===== config.mk =====
export PLATFORM = sky130hd
export DESIGN_NAME = refdiv_top
export DESIGN_NICKNAME = d
export VERILOG_FILES = /design/src/rtl/refdiv_pkg.sv /design/src/rtl/refdiv_sync.sv /design/src/rtl/refdiv_shift.sv /design/src/rtl/refdiv_prescale.sv /design/src/rtl/refdiv_count.sv /design/src/rtl/refdiv_top.sv
export SDC_FILE = /design/constraint.sdc
export NUM_CORES = 1
export LEC_CHECK = 0
export ABC_AREA = 0
export BUFFER_PORTS_ARGS = -buffer_cell sky130_fd_sc_hd__buf_2
export CORE_AREA = 2 2 78 88
export CTS_BUF_LIST = sky130_fd_sc_hd__clkbuf_4 sky130_fd_sc_hd__clkbuf_8 sky130_fd_sc_hd__clkbuf_16
export CTS_CLUSTER_SIZE = 10
export DETAILED_ROUTE_END_ITERATION = 8
export DIE_AREA = 0 0 80 90
export PLACE_DENSITY_LB_ADDON = 0.1
export RECOVER_POWER = 50
export SETUP_SLACK_MARGIN = 0.4
export SLEW_MARGIN = 20
export SYNTH_ARGS = -nofsm -noshare
export SYNTH_HDL_FRONTEND = slang
export SYNTH_SLANG_ARGS = --single-unit

===== constraint.sdc =====
create_clock -name clk_ref -period 2.85 [get_ports clk_ref]
set_input_delay 0.1425 -clock clk_ref [delete_from_list [all_inputs] [get_ports clk_ref]]
set_output_delay 0.1425 -clock clk_ref [all_outputs]
set_load 0.005 [all_outputs]

===== src/rtl/refdiv_pkg.sv =====
package refdiv_pkg;
  // layout of the serial control word (bit 1 arrives first)
  localparam int WORD_W = 24;
  localparam int CNT_W  = 16;
  localparam int SEL_W  = 2;
  localparam int LD_POS = WORD_W - 20;  // word bit 20 after full shift
  localparam int B_MIN  = 5;

  typedef logic [CNT_W-1:0]  div_t;
  typedef logic [WORD_W-1:0] word_t;
endpackage


===== src/rtl/refdiv_sync.sv =====
module refdiv_sync #(
  parameter int W      = 1,
  parameter int STAGES = 2
) (
  input  logic         clk,
  input  logic         rst_n,
  input  logic [W-1:0] d,
  output logic [W-1:0] q
);
  for (genvar i = 0; i < W; i++) begin : g_bit
    logic [STAGES-1:0] chain_q, chain_nxt;

    always_comb begin
      chain_nxt = {chain_q[STAGES-2:0], d[i]};
    end

    always_ff @(posedge clk or negedge rst_n) begin
      if (!rst_n) chain_q <= '0;
      else        chain_q <= chain_nxt;
    end

    assign q[i] = chain_q[STAGES-1];
  end
endmodule


===== src/rtl/refdiv_shift.sv =====
module refdiv_shift
  import refdiv_pkg::*;
#(
  parameter logic [SEL_W-1:0] REG_SEL = '0
) (
  input  logic clk,
  input  logic rst_n,
  input  logic sclk_s,
  input  logic latch_s,
  input  logic sdata_s,
  output logic load_ok,
  output div_t b_val,
  output logic ld_bit
);
  logic  sclk_q, latch_q;
  logic  shift_en, strobe;
  word_t sr_q, sr_nxt;
  div_t  b_raw;

  assign shift_en = sclk_s & ~sclk_q;
  assign strobe   = latch_s & ~latch_q;

  always_comb begin
    sr_nxt = sr_q;
    if (shift_en) sr_nxt = {sr_q[WORD_W-2:0], sdata_s};
  end

  always_ff @(posedge clk or negedge rst_n) begin
    if (!rst_n) begin
      sclk_q  <= 1'b0;
      latch_q <= 1'b0;
      sr_q    <= '0;
    end else begin
      sclk_q  <= sclk_s;
      latch_q <= latch_s;
      sr_q    <= sr_nxt;
    end
  end

  // decode: count field in front, address field at the tail
  assign b_raw   = sr_q[WORD_W-1 -: CNT_W];
  assign b_val   = (b_raw < div_t'(B_MIN)) ? div_t'(B_MIN) : b_raw;
  assign ld_bit  = sr_q[LD_POS];
  assign load_ok = strobe && (sr_q[SEL_W-1:0] == REG_SEL);

  assert_shift_hold_R4: assert property (@(posedge clk) disable iff (!rst_n)
    !shift_en |=> $stable(sr_q));
endmodule


===== src/rtl/refdiv_prescale.sv =====
module refdiv_prescale #(
  parameter int PRE_DIV = 4
) (
  input  logic clk,
  input  logic rst_n,
  output logic tick
);
  localparam int PRE_W = (PRE_DIV > 1) ? $clog2(PRE_DIV) : 1;

  logic [PRE_W-1:0] pre_q, pre_nxt;

  assign tick = (pre_q == PRE_W'(PRE_DIV - 1));

  always_comb begin
    pre_nxt = tick ? '0 : pre_q + 1'b1;
  end

  always_ff @(posedge clk or negedge rst_n) begin
    if (!rst_n) pre_q <= '0;
    else        pre_q <= pre_nxt;
  end

  assert_pre_wrap_R1: assert property (@(posedge clk) disable iff (!rst_n)
    tick |=> (pre_q == '0));
  assert_pre_step_R1: assert property (@(posedge clk) disable iff (!rst_n)
    !tick |=> (pre_q == $past(pre_q) + 1'b1));
endmodule


===== src/rtl/refdiv_count.sv =====
module refdiv_count
  import refdiv_pkg::*;
(
  input  logic clk,
  input  logic rst_n,
  input  logic tick,
  input  logic load,
  input  div_t load_val,
  output logic pulse
);
  div_t shadow_q, shadow_nxt;
  div_t cur_q, cur_nxt;
  div_t cnt_q, cnt_nxt;
  logic pulse_q;
  logic term;

  assign term = tick && (cnt_q == cur_q - 1'b1);

  always_comb begin
    shadow_nxt = shadow_q;
    cur_nxt    = cur_q;
    cnt_nxt    = cnt_q;
    if (load) shadow_nxt = load_val;
    if (term) begin
      cnt_nxt = '0;
      cur_nxt = shadow_q;  // pre-strobe value when both coincide
    end else if (tick) begin
      cnt_nxt = cnt_q + 1'b1;
    end
  end

  always_ff @(posedge clk or negedge rst_n) begin
    if (!rst_n) begin
      shadow_q <= div_t'(B_MIN);
      cur_q    <= div_t'(B_MIN);
      cnt_q    <= '0;
      pulse_q  <= 1'b0;
    end else begin
      shadow_q <= shadow_nxt;
      cur_q    <= cur_nxt;
      cnt_q    <= cnt_nxt;
      pulse_q  <= term;
    end
  end

  assign pulse = pulse_q;

  assert_cnt_range_R1: assert property (@(posedge clk) disable iff (!rst_n)
    cnt_q < cur_q);
  assert_cur_min_R3: assert property (@(posedge clk) disable iff (!rst_n)
    cur_q >= div_t'(B_MIN));
  assert_cur_hold_R8: assert property (@(posedge clk) disable iff (!rst_n)
    !term |=> $stable(cur_q));
endmodule


===== src/rtl/refdiv_top.sv =====
module refdiv_top
  import refdiv_pkg::*;
#(
  parameter int                PRE_DIV     = 4,
  parameter int                SYNC_STAGES = 2,
  parameter logic [SEL_W-1:0]  REG_SEL     = '0
) (
  input  logic clk_ref,
  input  logic rst_n,
  input  logic ser_data,
  input  logic ser_clk,
  input  logic ser_latch,
  input  logic unlock_in,
  output logic cmp_pulse,
  output logic lock_pin
);
  logic [1:0] rst_pipe_q;
  logic       rst_int_n;
  logic [2:0] ser_raw, ser_s;
  logic       load_ok, ld_bit, tick;
  div_t       b_val;
  logic       ld_en_q, ld_en_nxt;

  // reset: asserted at once, released on the clock
  always_ff @(posedge clk_ref or negedge rst_n) begin
    if (!rst_n) rst_pipe_q <= '0;
    else        rst_pipe_q <= {rst_pipe_q[0], 1'b1};
  end
  assign rst_int_n = rst_pipe_q[1];

  assign ser_raw = {ser_data, ser_latch, ser_clk};

  refdiv_sync #(.W(3), .STAGES(SYNC_STAGES)) u_sync (
    .clk(clk_ref), .rst_n(rst_int_n), .d(ser_raw), .q(ser_s));

  refdiv_shift #(.REG_SEL(REG_SEL)) u_shift (
    .clk(clk_ref), .rst_n(rst_int_n),
    .sclk_s(ser_s[0]), .latch_s(ser_s[1]), .sdata_s(ser_s[2]),
    .load_ok(load_ok), .b_val(b_val), .ld_bit(ld_bit));

  refdiv_prescale #(.PRE_DIV(PRE_DIV)) u_pre (
    .clk(clk_ref), .rst_n(rst_int_n), .tick(tick));

  refdiv_count u_cnt (
    .clk(clk_ref), .rst_n(rst_int_n), .tick(tick),
    .load(load_ok), .load_val(b_val), .pulse(cmp_pulse));

  always_comb begin
    ld_en_nxt = ld_en_q;
    if (load_ok) ld_en_nxt = ld_bit;
  end

  always_ff @(posedge clk_ref or negedge rst_int_n) begin
    if (!rst_int_n) ld_en_q <= 1'b0;
    else            ld_en_q <= ld_en_nxt;
  end

  assign lock_pin = ld_en_q & unlock_in;

  assert_pulse_width_R2: assert property (@(posedge clk_ref) disable iff (!rst_int_n)
    cmp_pulse |=> !cmp_pulse);
  assert_ld_hold_R7: assert property (@(posedge clk_ref) disable iff (!rst_int_n)
    !load_ok |=> $stable(ld_en_q));
endmodule


* Yosys cells after proc, flatten, opt, wreduce, memory -nomap -nowiden
Index checks and enable logic that the tools add are counted.
Word-level totals: word-level logic and storage cells 32, output and inout bits 2, register bits after elaboration 86, bits of input ports 6
Operators by class: order comparisons 1, bitwise logic cells 5, reduce and logical (&&, ||, !) cells 4, equal/unequal tests 2, mux-type cells 4, add/subtract/negate cells 3
Operators by type and width (number):
- 16-bit 2-to-1 mux | 3
- 16-bit by 1-bit adder with 16-bit output (second input constant) | 1
- 16-bit equality test | 1
- 16-bit by 3-bit < comparator with 1-bit output (second input constant) | 1
- 16-bit by 1-bit subtractor with 16-bit output (second input constant) | 1
- 1-bit AND | 3
- 2-bit by 1-bit adder with 2-bit output (second input constant) | 1
- 2-bit equality test (second input constant) | 1
- 1-bit logical AND | 2
- 2-bit zero test | 1
- 2-bit 2-to-1 mux | 1
- 1-bit inverter | 2
- 2-bit nonzero test | 1

* Depth between registers and ports, before layout
Gate-level depths: netlist (run 1).
depth in word-level cells 4, depth in mapped cells 10, depth with buffers taken out 8

* Modules after synthesis
Synthesis (run 1) repeated with hierarchy kept, for this count alone.
Second synthesis, totals: cells, all modules 327, area total of the unflattened synthesis 4015.1 um2
Modules (own cells, without submodules):
- refdiv_count | area an instance 2588.7 um2, cells an instance 229, times used 1, sequential area each 1231.2 um2
- refdiv_shift | area an instance 1087.3 um2, cells an instance 79, times used 1, sequential area each 650.6 um2
- refdiv_sync | area an instance 172.7 um2, cells an instance 9, times used 1, sequential area each 150.1 um2
- refdiv_top | area an instance 100.1 um2, cells an instance 6, times used 1, sequential area each 75.1 um2
- refdiv_prescale | area an instance 66.3 um2, cells an instance 4, times used 1, sequential area each 50.0 um2

* Worst setup path after synthesis (run 1)
No wires, ideal clock.
path kind register to register, start point reg u_cnt.cur_q[4], end point reg u_cnt.cur_q[10], data required time 2.722 ns, clock period less this slack 2.582 ns, library setup time 0.128 ns, stages on the path, launching flop included 9, path slack 0.268 ns, data arrival time 2.455 ns, path buffers 2, cells stage by stage dfrtp_1 clkbuf_1 nor3_1 or4b_1 a2111oi_0 nand4_1 nor3_2 buf_4 mux2_1
On the way: longest elaborated chain between the ends 3
Ends and longest elaborated chain:
- start, declared | RTL line refdiv_count.sv:12 | div_t cur_q, cur_nxt;
- start signal, assigned | RTL line refdiv_count.sv:35 | cur_q <= div_t'(B_MIN);
- start signal, assigned | RTL line refdiv_count.sv:40 | cur_q <= cur_nxt;
- 16-bit by 1-bit subtractor with 16-bit output | RTL line refdiv_count.sv:17 | assign term = tick && (cnt_q == cur_q - 1'b1);
- 16-bit equality test | RTL line refdiv_count.sv:17
- 1-bit logical AND | RTL line refdiv_count.sv:17
Every way passes these cells. A chain may end at the register's enable or synchronous reset.

* Worst setup path in the final report (run 1)
start point reg u_cnt.cur_q[5], end point reg u_cnt.cur_q[3]
Same word-level chain as after synthesis.

==> results.cfg, run 1 <==
[status]
status = finished, final reports clean

[synthesis]
synth.largest_area_cell = dfrtp_1
syn-cell-area_um2 = 3824
yosysUniqueCellTypes = 46
synth-edff-count = 0
ys_warn_count = 0
syn_nets = 317
syn_inst = 308
ys.flop_type = dfrtp_1
syn_area_per_cell_um2 = 12.41
synthTopCellsByArea = dfrtp_1 (54%), mux2_2 (11%), xnor2_1 (4.4%)
synth_top_area_frac = 0.5366
ys_top_cells_by_count = dfrtp_1 (82), mux2_2 (38), nor2_1 (27)
async_flop_share = 1.000
yosysMostFrequentCell = dfrtp_1
yosysSeqAreaShare = 0.5641
ys_seq_elements = 86

[global_routing]
grt_antenna_before_repair = 0
grt-ovfl-total = 0
grt_pass1_wl_um = 11850
grt_usage = 0.2135
grt_pass1_vias = 2530
grt_max_degree = 85

[clock_network]
h-tree-depth = 3
insertion_delay_ps = 350
clock_sinks = 86
cts_buffers = 9
cts_tree = yes
clk_path_buf_depth = 2
cts_root_buf = clkbuf_8
clk_pin_slew_ps = 80

[placement]
io_buffers = 7
hpwl_um = 4588
gp_congestion = 0.8606
pre_cts_ws_ps = 109.7

[power_and_ir_drop]
power_density_nw_per_um2 = 552.2
p_total_mw = 2.541
ir_worst_vdd_mv = 0.4440
p_sw_mw = 0.6001
leakage_nw = 2.102
power_switching_share = 0.2361
p_comb_frac = 0.088
p_int_mw = 1.941
clockPowerShare = 0.331
seq_power_share = 0.581

[job]
drv_cap = 0

[sta]
tightest_slew_ps = 1380
setup_ws_ps = 107.9
skew_ps = 6.637
rsz0062_at_grt = true
fin_crit_ps = 2742
fin_crit_sh = 0.9621
drv_slew = 0
fmax_mhz = 364.7
tns_ps = 0
hold_viol = 0
finalSetupViolCount = 0
slew_headroom = 0.08006

[setup_path]
crit_fanout = 7
path_cells = or4_4 > or4_1 > a21oi_2 > o22ai_2 > nor3_4 > buf_12 > buf_8 > mux2_4
worstSetupPathType = reg2reg
setup.worst_path.start = u_cnt.cur_q[5]$_DFFE_PN0P_
crit_slowest_cell = or4_4
r2r_start = u_cnt.cur_q[5]$_DFFE_PN0P_
reg2reg_to = u_cnt.cur_q[3]$_DFFE_PN0P_
cp_data_required_time_ps = 3090
cp_top_family = simple AND/OR/NAND/NOR gates
endpoint_kind = flip-flop
r2r_cells = 8
worstPathArrival_ps = 2980
crit_path_max_incr_delay_ps = 570
cp-start-kind = flip-flop
r2r_slack_ps = 110
cp_num_buf_inv = 2

[detailed_routing]
ant_nets = 0
drt_iter0_drc = 138
drcViolationCount = 0
firstDrtPassIters = 4
wl_um = 7347
wl_per_cell_um = 17.17
vias = 2466
viasPerCell = 5.762

[die]
core-area_um2 = 6361
rows = 31
initial_utilization = 0.6011
dieArea_um2 = 7200
ios = 8
die_x_um = 80
die_h_um = 90

[layout]
nets = 350
fillers = 418
drive_above_1_share = 0.3671
num_antenna_cells = 0
syn2layout_area_growth_pct = 20.35

[min_path]
hp-class = in2async
state kept, by name, summed over array words and instances (netlist names):
signal                flops
u_cnt.cur_q              16
u_cnt.shadow_q           16
ld_en_q                   1
u_shift.sr_q             24
u_cnt.pulse               1
rst_pipe_q                2
u_cnt.cnt_q              16
u_shift.sclk_q            1
u_sync.g_bit.chain_q      6
u_pre.pre_q               2
u_shift.latch_q           1
how the worst max path moves through the flow:
stage,endpoint,slack (ps),depth (start not counted)
after floorplan,u_cnt.cur_q[10]$_DFFE_PN0P_,360,7
final,u_cnt.cur_q[3]$_DFFE_PN0P_,110,8
after global placement,u_cnt.cur_q[4]$_DFFE_PN0P_,170,7
after detailed placement,u_cnt.cur_q[5]$_DFFE_PN0P_,110,8
after global routing,u_cnt.cur_q[7]$_DFFE_PN0P_,30,8
after CTS,u_cnt.cur_q[9]$_DFFE_PN0P_,170,9
final cells by class:
class | instances | area, µm² | area share
clock buffer | 12 | 146.4 | 0.03181
clock inverter | 4 | 47.55 | 0.01033
inverter | 11 | 41.29 | 0.008972
multi-input combinational | 198 | 1752 | 0.3806
tap | 82 | 102.6 | 0.02229
timing repair buffer | 35 | 349.1 | 0.07586
sequential | 86 | 2163 | 0.4701
cells by family (layout without fill, tap and decap cells):
logic type / after synthesis / after routing / share of synthesized area
AOI/OAI and AO/OA: 26 / 26 / 0.04614
xor gates and xnor gates: 34 / 34 / 0.08148
adders and majority gates: 3 / 3 / 0.009818
buffers and inverters: 24 / 62 / 0.02651
DFF: 86 / 86 / 0.5641
muxes: 53 / 53 / 0.1558
other: 1 / 1 / 0.0009807
and+or+nand+nor: 81 / 81 / 0.1152
power by group through the flow:
stage	Combinational (mW)	Clock, mW	Sequential (mW)
finish	0.223	0.841	1.48
global route	0.250	0.912	1.50
CTS	0.210	0.868	1.49
detailed placement	0.205	0	1.52
global placement	0.198	0	1.51
floorplan	0.170	0	1.47
worst reg2reg max path, delay by kind of cell, from the launching register on:
family	cells	cell delay, ps
AND/OR/NAND/NOR	3	1300
flip-flops	1	430
AO/OA/AOI/OAI	2	320
buffers and inverters	2	280
multiplexers	1	310
metal layers:
metal	GRT usage	vias up	part of all wire
li1	-	1156	-
met1	0.2808	1242	0.44
met5	0	-	0
met3	0.06225	18	0.033
met2	0.3292	50	0.50
met4	0.09181	0	0.026
through the flow:
step | std cells | hold slack (ps) | utilization | instance area [µm²]
after floorplan | 308 | -153.1 | - | 3851
after global placement | 390 | -71.65 | 0.6296 | 4005
after detailed placement | 390 | -71.17 | 0.6296 | 4005
after CTS | 419 | 68.87 | 0.6955 | 4424
after global routing | 428 | 109.8 | 0.7234 | 4602
final | 428 | 105.8 | 0.7234 | 4602
what timing repair did:
action                                  in CTS  in global routing
endpoints found under the hold margin        5                  0
endpoints found under the setup margin      32                 33
resized for setup                           31                 23
buffers inserted                             9                  8
hold buffers                                 4                  0
pin swaps                                   12                  9
cloned                                       0                  0
cells in the final DEF, fill, tap and decap left out, types with 4 or more instances in the layout:
| cell type | netlist | routed |
|---|---|---|
| xor2_1 | 14 | 14 |
| buf_4 | 3 | 12 |
| nor2_4 | 0 | 6 |
| mux2_4 | 0 | 9 |
| mux2_1 | 14 | 6 |
| nand4_1 | 7 | 7 |
| o21ai_0 | 5 | 4 |
| a31oi_1 | 5 | 5 |
| nand3_1 | 7 | 7 |
| inv_1 | 11 | 11 |
| buf_6 | 0 | 6 |
| nor2_1 | 27 | 15 |
| dfrtp_2 | 0 | 5 |
| mux2_2 | 38 | 37 |
| dlygate4sd3_1 | 0 | 4 |
| nand2_1 | 9 | 9 |
| dfrtp_1 | 82 | 77 |
| xnor2_1 | 19 | 19 |
| nor2_2 | 0 | 6 |
| clkbuf_8 | 0 | 9 |
| buf_2 | 0 | 6 |
| dfstp_2 | 4 | 4 |
No activity file was read; power rests on OpenSTA's default activity.
==> inputs of run 2 (changes only) <==
Settings changed: CORE_AREA 2 2 78 88 to 2 2 121 135, DIE_AREA 0 0 80 90 to 0 0 123 137.
Clock period 2.85 ns to 2.95 ns, I/O delays scaled along.
==> run 2 against run 1 <==
Fmax grew 2.2%. Die area grew 130%. Final cell count grew 28%. Sequential power shrank 3%. Via count shrank 3.4%. Routed wire length grew 8.3%. Flip-flop and latch count is the same. Combinational power shrank 6%. Non-clock buffer count is the same.
==> results.cfg, run 2 (synthesis gave the netlist of run 1 again) <==
[detailed_routing]
ant_nets = 0
drcViolationCount = 0
viasPerCell = 4.364
drt_iter0_drc = 92
firstDrtPassIters = 4
wl_per_cell_um = 14.57
wl_um = 7954
vias = 2383

[setup_path]
cp-endpoint = u_cnt.cur_q[3]$_DFFE_PN0P_
cp_data_required_time_ps = 3180
worstPathArrival_ps = 2910
endpoint_kind = flip-flop
reg2reg_to = u_cnt.cur_q[3]$_DFFE_PN0P_
r2r_slack_ps = 270
r2r_cells = 8
r2r_start = u_cnt.cur_q[1]$_DFFE_PN0P_
worstSetupPathType = reg2reg
setup.worst_path.start = u_cnt.cur_q[1]$_DFFE_PN0P_
crit_fanout = 7
cp-start-kind = flip-flop

[sta]
drv_slew = 0
finalSetupViolCount = 0
tightest_slew_ps = 1307
slew_headroom = 0.1289
tns_ps = 0
hold_ws_ps = 112.0
fin_crit_ps = 2684
fmax_mhz = 372.6
hold_viol = 0
skew_ps = 3.559
setup_ws_ps = 266.2
rsz0062_at_grt = true
fin_crit_sh = 0.9097

[layout]
final_cells = 546
syn2layout_area_growth_pct = 24.64
final_cell_mix = dfrtp_1 (78), mux2_2 (37), nor2_1 (27), xnor2_1 (18), buf_4 (16)
top_register = u_shift.sr_q
final_common_cell = dfrtp_1
drive_above_1_share = 0.3382
multi_input_area_um2 = 1713
fillers = 1605
register_area_um2 = 2165
num_antenna_cells = 0
largest_reg_flops = 24
nets = 350

[die]
die_h_um = 137
die_x_um = 123
rows = 48
initial_utilization = 0.2468
core-area_um2 = 15490
ios = 8
dieArea_um2 = 16850

[power_and_ir_drop]
p_total_mw = 2.744
ir_worst_vdd_mv = 0.3925
leakage_nw = 2.129
power_density_nw_per_um2 = 575.8

[global_routing]
grt_pass1_wl_um = 13580
grt_usage = 0.1075
grt_pass1_vias = 2502
grt_antenna_before_repair = 0
grt-ovfl-total = 0
grt_max_degree = 60

[clock_network]
cts_buffers = 9
clk_pin_slew_ps = 60
cts_root_buf = clkbuf_16
clk_path_buf_depth = 2
cts_tree = yes
insertion_delay_ps = 340
h-tree-depth = 3
clock_sinks = 86

[placement]
gp_congestion = 0.8187
dp_cells = 514
pre_cts_ws_ps = -55.65
hpwl_um = 5214
io_buffers = 7

[min_path]
hp-class = in2async

[status]
status = finished, final reports clean

[job]
drv_cap = 0
-- run 2: worst min-delay path by stage --
stage	from	to	cells after the start
after CTS	rst_n	rst_pipe_q[1]$_DFF_PN0_	2
after global placement	rst_n	rst_pipe_q[0]$_DFF_PN0_	1
after global routing	rst_n	rst_pipe_q[1]$_DFF_PN0_	2
final	rst_n	rst_pipe_q[1]$_DFF_PN0_	2
after detailed placement	rst_n	rst_pipe_q[0]$_DFF_PN0_	1
after floorplan	rst_n	rst_pipe_q[0]$_DFF_PN0_	0
-- run 2: power breakdown --
group          leakage (nW)  internal [mW]  total [mW]  switching, mW
registers              1.12           1.32        1.43          0.109
clock network         0.139          0.624        1.10          0.477
logic                 0.868          0.133       0.210         0.0775
-- run 2: metrics by stage --
| step | area [µm²] | utilization |
|---|---|---|
| after global routing | 4766 | 0.3076 |
| after CTS | 4761 | 0.3073 |
| after global placement | 4179 | 0.2697 |
| after detailed placement | 4179 | 0.2697 |
| after floorplan | 3831 | - |
| final | 4766 | 0.3076 |
-- run 2: layout make-up --
| class | instances | area share |
|---|---|---|
| Clock buffer | 11 | 0.05303 |
| Tap cell | 200 | 0.05251 |
| Sequential cell | 86 | 0.4542 |
| Inverter | 11 | 0.008664 |
| Clock inverter | 5 | 0.008664 |
| Multi-Input combinational cell | 198 | 0.3594 |
| Timing Repair Buffer | 35 | 0.06353 |
-- run 2: layer usage --
| metal | part of all wire | routed length [µm] | track usage |
|---|---|---|---|
| met2 | 0.50 | 3964 | 0.1694 |
| met1 | 0.45 | 3588 | 0.1352 |
| met4 | 0.020 | 163 | 0.04040 |
| met5 | 0 | 0 | 0 |
| met3 | 0.030 | 238 | 0.03792 |
-- run 2: worst max-delay path: stages (launching register included) --
cell       delay [ps]
dfrtp_1           420
nor3_2            180
or4b_4            500
a2111oi_4         390
nand4_1           230
nor3_4            270
buf_6             150
buf_16            120
mux2_4            290
-- run 2: what timing repair did --
action / in CTS / in global routing
gates cloned: 2 / 0
pin swaps: 9 / 2
buffers inserted: 10 / 0
hold buffers: 4 / 0
endpoints found under the setup margin: 33 / 33
gates resized for setup: 29 / 4
hold endpoints to repair: 5 / 0
==> inputs of run 3 (changes only) <==
Settings changed: ABC_AREA 0 to 1, CORE_AREA 2 2 121 135 to 2 2 129 143, DIE_AREA 0 0 123 137 to 0 0 131 145.
==> run 3 against run 2 <==
The run now ends with max-capacitance violations, max-slew violations left. Non-clock buffer count fell by 17. Synthesized area rose by 12%. Critical path depth rose by 7. Fmax rose by 13%. Largest cell class unchanged.
==> results.cfg, run 3 <==
[sta]
drv_slew = 47
fmax_mhz = 420.5
fin_crit_sh = 0.8062
skew_ps = 4.033
tns_ps = 0
rsz0062_at_grt = false
fin_crit_ps = 2378
hold_viol = 0
tightest_slew_ps = 2052
slew_headroom = -0.3678
finalSetupViolCount = 0

[detailed_routing]
ant_nets = 0
drcViolationCount = 0
drt_iter0_drc = 186
viasPerCell = 4.071
vias = 3249
wl_um = 9584
firstDrtPassIters = 4
wl_per_cell_um = 12.01

[die]
die_h_um = 145
core-area_um2 = 17550
dieArea_um2 = 19000
rows = 51
die_x_um = 131
ios = 8
initial_utilization = 0.2449

[synthesis]
ys_warn_count = 0
ys.flop_type = dfrtp_1
yosysSeqAreaShare = 0.5019
syn_area_per_cell_um2 = 7.989
synth.largest_area_cell = dfrtp_1
synthTopCellsByArea = dfrtp_1 (48%), nand2_1 (14%), inv_1 (5.2%)
syn-cell-area_um2 = 4298
ys_top_cells_by_count = nand2_1 (161), dfrtp_1 (82), inv_1 (60)
synth_top_area_frac = 0.4774
syn_nets = 547
async_flop_share = 1.000
syn_inst = 538
synth-edff-count = 0
yosysMostFrequentCell = nand2_1
yosysUniqueCellTypes = 36
ys_seq_elements = 86

[layout]
fillers = 1910
multi_input_area_um2 = 1824
top_register = u_shift.sr_q
fin_area_um2 = 4987
utilization = 0.2842
register_area_um2 = 2157
final_cell_mix = nand2_1 (161), dfrtp_1 (82), inv_1 (60), nor2_1 (49), nand3_1 (43)
num_antenna_cells = 0
final_common_cell = nand2_1
drive_above_1_share = 0.1161
largest_reg_flops = 24
nets = 564
syn2layout_area_growth_pct = 16.04

[global_routing]
grt_usage = 0.1102
grt-ovfl-total = 0
grt_max_degree = 48
grt_pass1_vias = 3102
grt_antenna_before_repair = 0
grt_pass1_wl_um = 16210

[clock_network]
h-tree-depth = 3
clock_sinks = 86
cts_buffers = 9
clk_path_buf_depth = 2
cts_tree = yes
insertion_delay_ps = 350
cts_root_buf = clkbuf_16
clk_pin_slew_ps = 70

[power_and_ir_drop]
leakage_nw = 2.501
power_density_nw_per_um2 = 561.9
ir_worst_vdd_mv = 0.2546

[setup_path]
crit_fanout = 6
cp-start-kind = flip-flop
worstSetupPathType = reg2reg
endpoint_kind = flip-flop
worstPathArrival_ps = 2620
cp-endpoint = u_cnt.cur_q[11]$_DFFE_PN0P_
r2r_slack_ps = 570
r2r_start = u_cnt.cur_q[0]$_DFFE_PN1P_
setup.worst_path.start = u_cnt.cur_q[0]$_DFFE_PN1P_
cp_data_required_time_ps = 3200
r2r_cells = 15
reg2reg_to = u_cnt.cur_q[11]$_DFFE_PN0P_

[min_path]
hp-class = in2async

[job]
drv_cap = 1

[placement]
place_area_um2 = 4608
hpwl_um = 6997
io_buffers = 7
gp_congestion = 0.8453

[status]
status = complete, but fails checks
violations = max-capacitance violations, max-slew violations
[run 3: cell count changes in the layout (fill, tap and decap cells not counted), moves of 6 or more]
cell | previous run | this run
nand2_1 | 9 | 161
inv_1 | 11 | 60
nand3_1 | 7 | 43
o21ai_0 | 4 | 39
mux2_2 | 37 | 4
nor2_1 | 27 | 49
mux2_4 | 13 | 0
nor2_2 | 0 | 13
buf_4 | 16 | 4
xnor2_1 | 18 | 8
a21oi_1 | 2 | 8
xor2_1 | 14 | 8
[run 3: cell families (layout without fill, tap and decap cells)]
family	Yosys count	count (layout)	synth area share
AND/OR/NAND/NOR	299	299	0.3098
multiplexers	4	4	0.01048
flip-flops	86	86	0.5019
AO/OA/AOI/OAI	51	51	0.06143
buffers and inverters	78	100	0.07424
other	1	1	0.0008725
XOR/XNOR	16	16	0.03261
adder cells (fa/ha/maj)	3	3	0.008735
[run 3: report_power, final]
| group | leakage (nW) | total [mW] | switching (mW) | internal (mW) |
|---|---|---|---|---|
| combinational | 1.25 | 0.227 | 0.129 | 0.0976 |
| clock | 0.133 | 1.14 | 0.548 | 0.591 |
| sequential | 1.11 | 1.44 | 0.0991 | 1.34 |
| total | 2.50 | 2.80 | 0.777 | 2.03 |
[run 3: critical path: stages (launching register included)]
cell	delay (ps)
dfstp_2	560
inv_1	70
ha_1	270
nand2_1	150
nor2_1	90
nand2_1	80
nand2_1	50
nor2_1	140
nand2_1	70
nor2_1	130
nand2_1	80
nor2_2	120
nand3_4	160
buf_4	200
nand2_1	60
nand2_1	50
[run 3: area by class of cell]
class                      instances  share of cell area
clock inverter                     7             0.01355
timing repair buffer              18             0.03261
multi-input combinational        374              0.3658
sequential                        86              0.4325
inverter                          66             0.05068
tap                              238             0.05971
clock buffer                       9             0.04516
[run 3: metrics by stage]
step,hold WS (ps),setup WS (ps),instances,power [mW]
6_report,103.7,571.8,798,2.802
5_1_grt,123.4,384.7,798,2.968
4_1_cts,96.37,428.3,795,2.857
3_5_place_dp,-63.05,398.5,775,1.692
3_3_place_gp,-66.47,459.7,774,1.684
2_1_floorplan,-148.1,868.7,538,1.601
[run 3: metal layers]
| layer | vias up | share of wire | track usage |
|---|---|---|---|
| met5 | - | 0 | 0 |
| met3 | 11 | 0.023 | 0.02765 |
| li1 | 1724 | - | - |
| met2 | 22 | 0.45 | 0.1609 |
| met1 | 1492 | 0.51 | 0.1581 |
| met4 | 0 | 0.015 | 0.03670 |
[run 3: repair_timing]
item                                    CTS  global route
endpoints found under the setup margin    3            30
hold buffers                              4             0
pin swaps                                 0             1
resized for setup                         1             1
buffers inserted                          0             3
hold endpoints to repair                  5             0
[run 3: worst min path at each step]
stage	from	endpoint	slack (ps)	depth (start not counted)
after floorplan	rst_n	rst_pipe_q[0]$_DFF_PN0_	-150	0
after global placement	rst_n	rst_pipe_q[0]$_DFF_PN0_	-70	1
after detailed placement	rst_n	rst_pipe_q[0]$_DFF_PN0_	-60	1
after CTS	rst_n	rst_pipe_q[1]$_DFF_PN0_	100	2
after global routing	rst_n	rst_pipe_q[0]$_DFF_PN0_	120	2
final	rst_n	rst_pipe_q[0]$_DFF_PN0_	100	2
